**src/rtl/slx_pkg.sv**
```systemverilog
package slx_pkg;

    localparam int unsigned CH_DEFAULT   = 60;
    localparam int unsigned SYNC_DEFAULT = 2;

    typedef enum logic [1:0] {
        MODE_BLANK = 2'd0,
        MODE_DATA  = 2'd1,
        MODE_TEST  = 2'd2
    } drive_mode_e;

    typedef struct packed {
        logic level;
        logic rise;
    } pin_evt_t;

    // show-enable dominates, then lamp test, then data
    function automatic drive_mode_e decode_mode(input logic en, input logic test);
        if (!en)      return MODE_BLANK;
        else if (test) return MODE_TEST;
        else          return MODE_DATA;
    endfunction

endpackage

```
**src/rtl/slx_edge_sync.sv**
```systemverilog
module slx_edge_sync
    import slx_pkg::*;
#(
    parameter int unsigned STAGES = SYNC_DEFAULT
) (
    input  logic     clk,
    input  logic     rst,
    input  logic     pin,
    output pin_evt_t evt
);
    localparam int unsigned LAST = STAGES - 1;

    logic [STAGES-1:0] chain;
    logic              prev;

    generate
        if (STAGES == 1) begin : g_single
            always_ff @(posedge clk) begin
                if (rst) chain <= '0;
                else     chain <= pin;
            end
        end else begin : g_multi
            always_ff @(posedge clk) begin
                if (rst) chain <= '0;
                else     chain <= {chain[STAGES-2:0], pin};
            end
        end
    endgenerate

    always_ff @(posedge clk) begin
        if (rst) prev <= 1'b0;
        else     prev <= chain[LAST];
    end

    assign evt.level = chain[LAST];
    assign evt.rise  = chain[LAST] & ~prev;

    assert_rise_then_high_R2: assert property (@(posedge clk) disable iff (rst)
        evt.rise |=> prev);

endmodule

```
**src/rtl/slx_shift_latch.sv**
```systemverilog
module slx_shift_latch
    import slx_pkg::*;
#(
    parameter int unsigned CH = CH_DEFAULT
) (
    input  logic          clk,
    input  logic          rst,
    input  pin_evt_t      sclk,
    input  pin_evt_t      stb,
    input  logic          din,
    output logic [CH-1:0] stages,
    output logic [CH-1:0] held
);
    logic do_clear;
    logic do_shift;
    logic do_load;

    assign do_clear = sclk.rise & stb.level;
    assign do_shift = sclk.rise & ~stb.level;
    assign do_load  = stb.rise & ~do_clear;

    // registers intentionally not reset; a clear sequence defines them
    always_ff @(posedge clk) begin
        if (do_clear)      stages <= '0;
        else if (do_shift) stages <= {stages[CH-2:0], din};
    end

    always_ff @(posedge clk) begin
        if (do_clear)     held <= '0;
        else if (do_load) held <= stages;
    end

    assert_clear_both_R5: assert property (@(posedge clk) disable iff (rst)
        (sclk.rise && stb.level) |=> (stages == '0 && held == '0));

    assert_shift_in_R2: assert property (@(posedge clk) disable iff (rst)
        (sclk.rise && !stb.level) |=> (stages[0] == $past(din)
                                       && stages[CH-1:1] == $past(stages[CH-2:0])));

    assert_load_copy_R4: assert property (@(posedge clk) disable iff (rst)
        (stb.rise && !sclk.rise) |=> held == $past(stages));

    assert_hold_R4: assert property (@(posedge clk) disable iff (rst)
        (!stb.rise && !sclk.rise) |=> $stable(held));

endmodule

```
**src/rtl/slx_out_ctrl.sv**
```systemverilog
module slx_out_ctrl
    import slx_pkg::*;
#(
    parameter int unsigned CH = CH_DEFAULT
) (
    input  logic          en,
    input  logic          test,
    input  logic [CH-1:0] held,
    output logic [CH-1:0] drv
);
    drive_mode_e mode;

    assign mode = decode_mode(en, test);

    generate
        for (genvar k = 0; k < CH; k++) begin : g_ch
            always_comb begin
                unique case (mode)
                    MODE_TEST: drv[k] = 1'b1;
                    MODE_DATA: drv[k] = held[k];
                    default:   drv[k] = 1'b0;
                endcase
            end
        end
    endgenerate

endmodule

```
**src/rtl/slx_display_driver.sv**
```systemverilog
module slx_display_driver
    import slx_pkg::*;
#(
    parameter int unsigned CH    = CH_DEFAULT,
    parameter int unsigned SYNCS = SYNC_DEFAULT
) (
    input  logic          clk,
    input  logic          rst,
    input  logic          shift_clk,
    input  logic          strobe,
    input  logic          ser_in,
    input  logic          show_en,
    input  logic          lamp_test,
    output logic          ser_out,
    output logic [CH-1:0] drv_out
);
    pin_evt_t      sclk_evt;
    pin_evt_t      stb_evt;
    logic [CH-1:0] stages;
    logic [CH-1:0] held;

    slx_edge_sync #(.STAGES(SYNCS)) u_sync_sclk (
        .clk(clk), .rst(rst), .pin(shift_clk), .evt(sclk_evt)
    );

    slx_edge_sync #(.STAGES(SYNCS)) u_sync_stb (
        .clk(clk), .rst(rst), .pin(strobe), .evt(stb_evt)
    );

    slx_shift_latch #(.CH(CH)) u_core (
        .clk(clk), .rst(rst), .sclk(sclk_evt), .stb(stb_evt),
        .din(ser_in), .stages(stages), .held(held)
    );

    slx_out_ctrl #(.CH(CH)) u_outs (
        .en(show_en), .test(lamp_test), .held(held), .drv(drv_out)
    );

    assign ser_out = stages[CH-1];

    assert_blank_R6: assert property (@(posedge clk) disable iff (rst)
        !show_en |-> drv_out == '0);

    assert_lamp_R7: assert property (@(posedge clk) disable iff (rst)
        (show_en && lamp_test) |-> &drv_out);

    assert_follow_R8: assert property (@(posedge clk) disable iff (rst)
        (show_en && !lamp_test) |-> drv_out == held);

endmodule

```
**config.mk**
```make
export PLATFORM = sky130hd
export DESIGN_NAME = slx_display_driver
export DESIGN_NICKNAME = d
export VERILOG_FILES = /design/src/rtl/slx_pkg.sv /design/src/rtl/slx_edge_sync.sv /design/src/rtl/slx_shift_latch.sv /design/src/rtl/slx_out_ctrl.sv /design/src/rtl/slx_display_driver.sv
export SDC_FILE = /design/constraint.sdc
export NUM_CORES = 1
export LEC_CHECK = 0
export ABC_AREA = 0
export BUFFER_PORTS_ARGS = -buffer_cell sky130_fd_sc_hd__buf_2
export CAP_MARGIN = 20
export CORE_MARGIN = 2
export CORE_UTILIZATION = 62
export DETAILED_ROUTE_END_ITERATION = 12
export HOLD_SLACK_MARGIN = 0.06
export PLACE_DENSITY = 0.84
export SETUP_SLACK_MARGIN = 0.5
export SLEW_MARGIN = 10
export SYNTH_ARGS = -nofsm -noshare
export SYNTH_HDL_FRONTEND = slang
export SYNTH_HIERARCHICAL = 1
export SYNTH_SLANG_ARGS = --single-unit
```
**constraint.sdc**
```tcl
create_clock -name clk -period 3 [get_ports clk]
set_clock_uncertainty 0.2 [all_clocks]
set_input_delay 0.15 -clock clk [delete_from_list [all_inputs] [get_ports clk]]
set_output_delay 0.15 -clock clk [all_outputs]
set_load 0.02 [all_outputs]
```
==> qor.csv <==
stage,metric,value,unit
clock_tree,Max Buffers Root-to-Sink,2,
placed_design,GPL Wtd Cong,0.766,
die,Die H,98.1,um
placed_design,Place WS,1.13,ns
final_layout,Area growth syn-to-layout,13.5,%
job,max cap viols,0,
placed_design,dpl cells,676,
clock_tree,Skew-Pair Late Insertion Delay,0.51,ns
hold_path,HP Class,input port to flop,
critical_path,CP Launch Type,flop,
synthesis,syn avg cell area,10.1,um2
critical_path,Crit Path Class,flop to flop,
global_route,first-pass GRT wire length,17.7,mm
clock_tree,CTS root buf,clkbuf_8,
timing,fin worst setup slack,1.03,ns
timing,RSZ-0062 raised after global routing,no,
critical_path,crit path capture type,flop,
die,IO Count,68,
placed_design,placement-stage cell area,0.00553,mm2
timing,Slew @ Worst Pin,1.08,ns
die,Core ar.,0.00868,mm2
synthesis,Synth Cell Area,0.00550,mm2
timing,setup TNS,0,ns
routing,DRT Wirelength,10.6,mm
die,Starting Density,0.633,
clock_tree,post_cts resized,0,
clock_tree,CTS sink count,126,
final_layout,layout cell share with drive strength beyond 1,0.274,
routing,Initial DRC Count,193,
final_layout,post-route cell area,0.00624,mm2
critical_path,WP data arrival,2.14,ns
die,Die Wd,98.1,um
hold_path,hold path endpoint,u_sync_sclk/chain[1],
die,FP Rows,34,
routing,Routed WL per cell,14.9,um
routing,Via Count,3787,
clock_tree,cts hold-fix bufs,6,
final_layout,most frequent cells in the layout,"dfxtp_1 (125), buf_2 (67)",
global_route,GR Util All Layers,0.228,
clock_tree,clk slew on worst S/H paths,0.06,ns
global_route,pin count of the biggest net entering global routing,121,
critical_path,FF-to-FF End,u_core/held[40],
routing,Post-DRT Antenna Nets,0,
final_layout,antenna cells,0,
timing,Pins Over Slew Limit,0,
final_layout,fin cells,714,
placed_design,HPWL Detailed,6.05,mm
final_layout,nets,600,
final_layout,fin util,0.719,
synthesis,synthesized net count,550,
global_route,initial antenna violation count,0,
critical_path,CP Data Required Time,3.17,ns
critical_path,peak fanout along the critical path,30,
synthesis,YS warnings,6,
timing,Max Clk Rate,508,MHz
synthesis,Mapped Cells,543,
routing,Vias per Instance,5.30,
power,PD cells,898,mW/mm2
critical_path,worst r2r path cells,4,
global_route,GRT overflow,0,
critical_path,Worst R2R Setup Slack,1.03,ns
run_status,status,finished clean,
global_route,vias in the first global route,3734,
clock_tree,H-tree Lvls,4,
critical_path,r2r startpoint,u_sync_stb/chain[1],
clock_tree,total setup buffers inserted after CTS,0,
timing,crit share post-route,0.657,
die,die area,0.00963,mm2
hold_path,hold depth,3,
power,worst vdd ir,478,uV
timing,endpoints failing setup,0,
routing,first-pass iteration count of the detailed router,4,
routing,drt drc,0,
clock_tree,CTS tree,yes,
final_layout,"most common cell after layout, fill and taps aside",dfxtp_1,
timing,minimum clock period,1.97,ns
power,leakage power,2.66,nW
placed_design,Port Buffers,67,
timing,Slew headroom,0.282,
hold_path,HP Start,rst,
clock_tree,Num CTS Buffers,17,
timing,"Hold Violations, Final",0,
[flip-flops by register name, indices dropped and copies added, names as in the netlist]
signal	flops
u_core/held	60
u_sync_sclk/prev	1
u_sync_sclk/chain	2
u_sync_stb/prev	1
u_sync_stb/chain	2
u_core/stages	60
[where the power goes]
part,total (mW),internal (mW),switching (mW)
Sequential,2.43,2.12,0.303
Clock,2.25,1.54,0.715
Combinational,0.923,0.399,0.524
[per-layer routing]
metal,vias to the layer above,GRT usage,part of all wire
met4,0,0.0748,0.0066
met2,91,0.389,0.50
met5,-,0,0
li1,1897,-,-
met3,6,0.0551,0.043
met1,1793,0.284,0.45
[worst max path at each step]
stage	startpoint	endpoint	slack, ns	cells past startpoint
2_1_floorplan	u_sync_stb/chain[1]	u_core/held[59]	1.70	5
3_3_place_gp	u_sync_stb/chain[1]	u_core/held[57]	1.21	4
3_5_place_dp	u_sync_stb/chain[1]	u_core/held[46]	1.13	4
4_1_cts	u_sync_stb/chain[1]	u_core/held[40]	1.07	4
5_1_grt	u_sync_stb/chain[1]	u_core/held[40]	0.95	4
6_report	u_sync_stb/chain[1]	u_core/held[40]	1.03	4
[area by class of cell]
cell class / instances / area, um2
multi-input cells: 309 / 2250
fillers: 615 / 2440
inverters: 60 / 225
flip-flops and latches: 126 / 2520
clock inverters: 11 / 213
clock buffers: 21 / 439
repair buffers: 79 / 453
well taps: 108 / 135
[through the flow]
stage	power, mW	hold slack, ns
2_1_floorplan	3.11	0.0216
3_3_place_gp	3.29	0.159
3_5_place_dp	3.35	0.163
4_1_cts	5.64	0.208
5_1_grt	5.86	0.252
6_report	5.60	0.233
[critical path: stages, from the launching register on]
cell     delay (ns)
dfxtp_2        0.54
nor2b_4        0.22
buf_4          0.46
mux2i_1        0.33
nor2_2         0.07
Power figures use the tool's default switching activity.
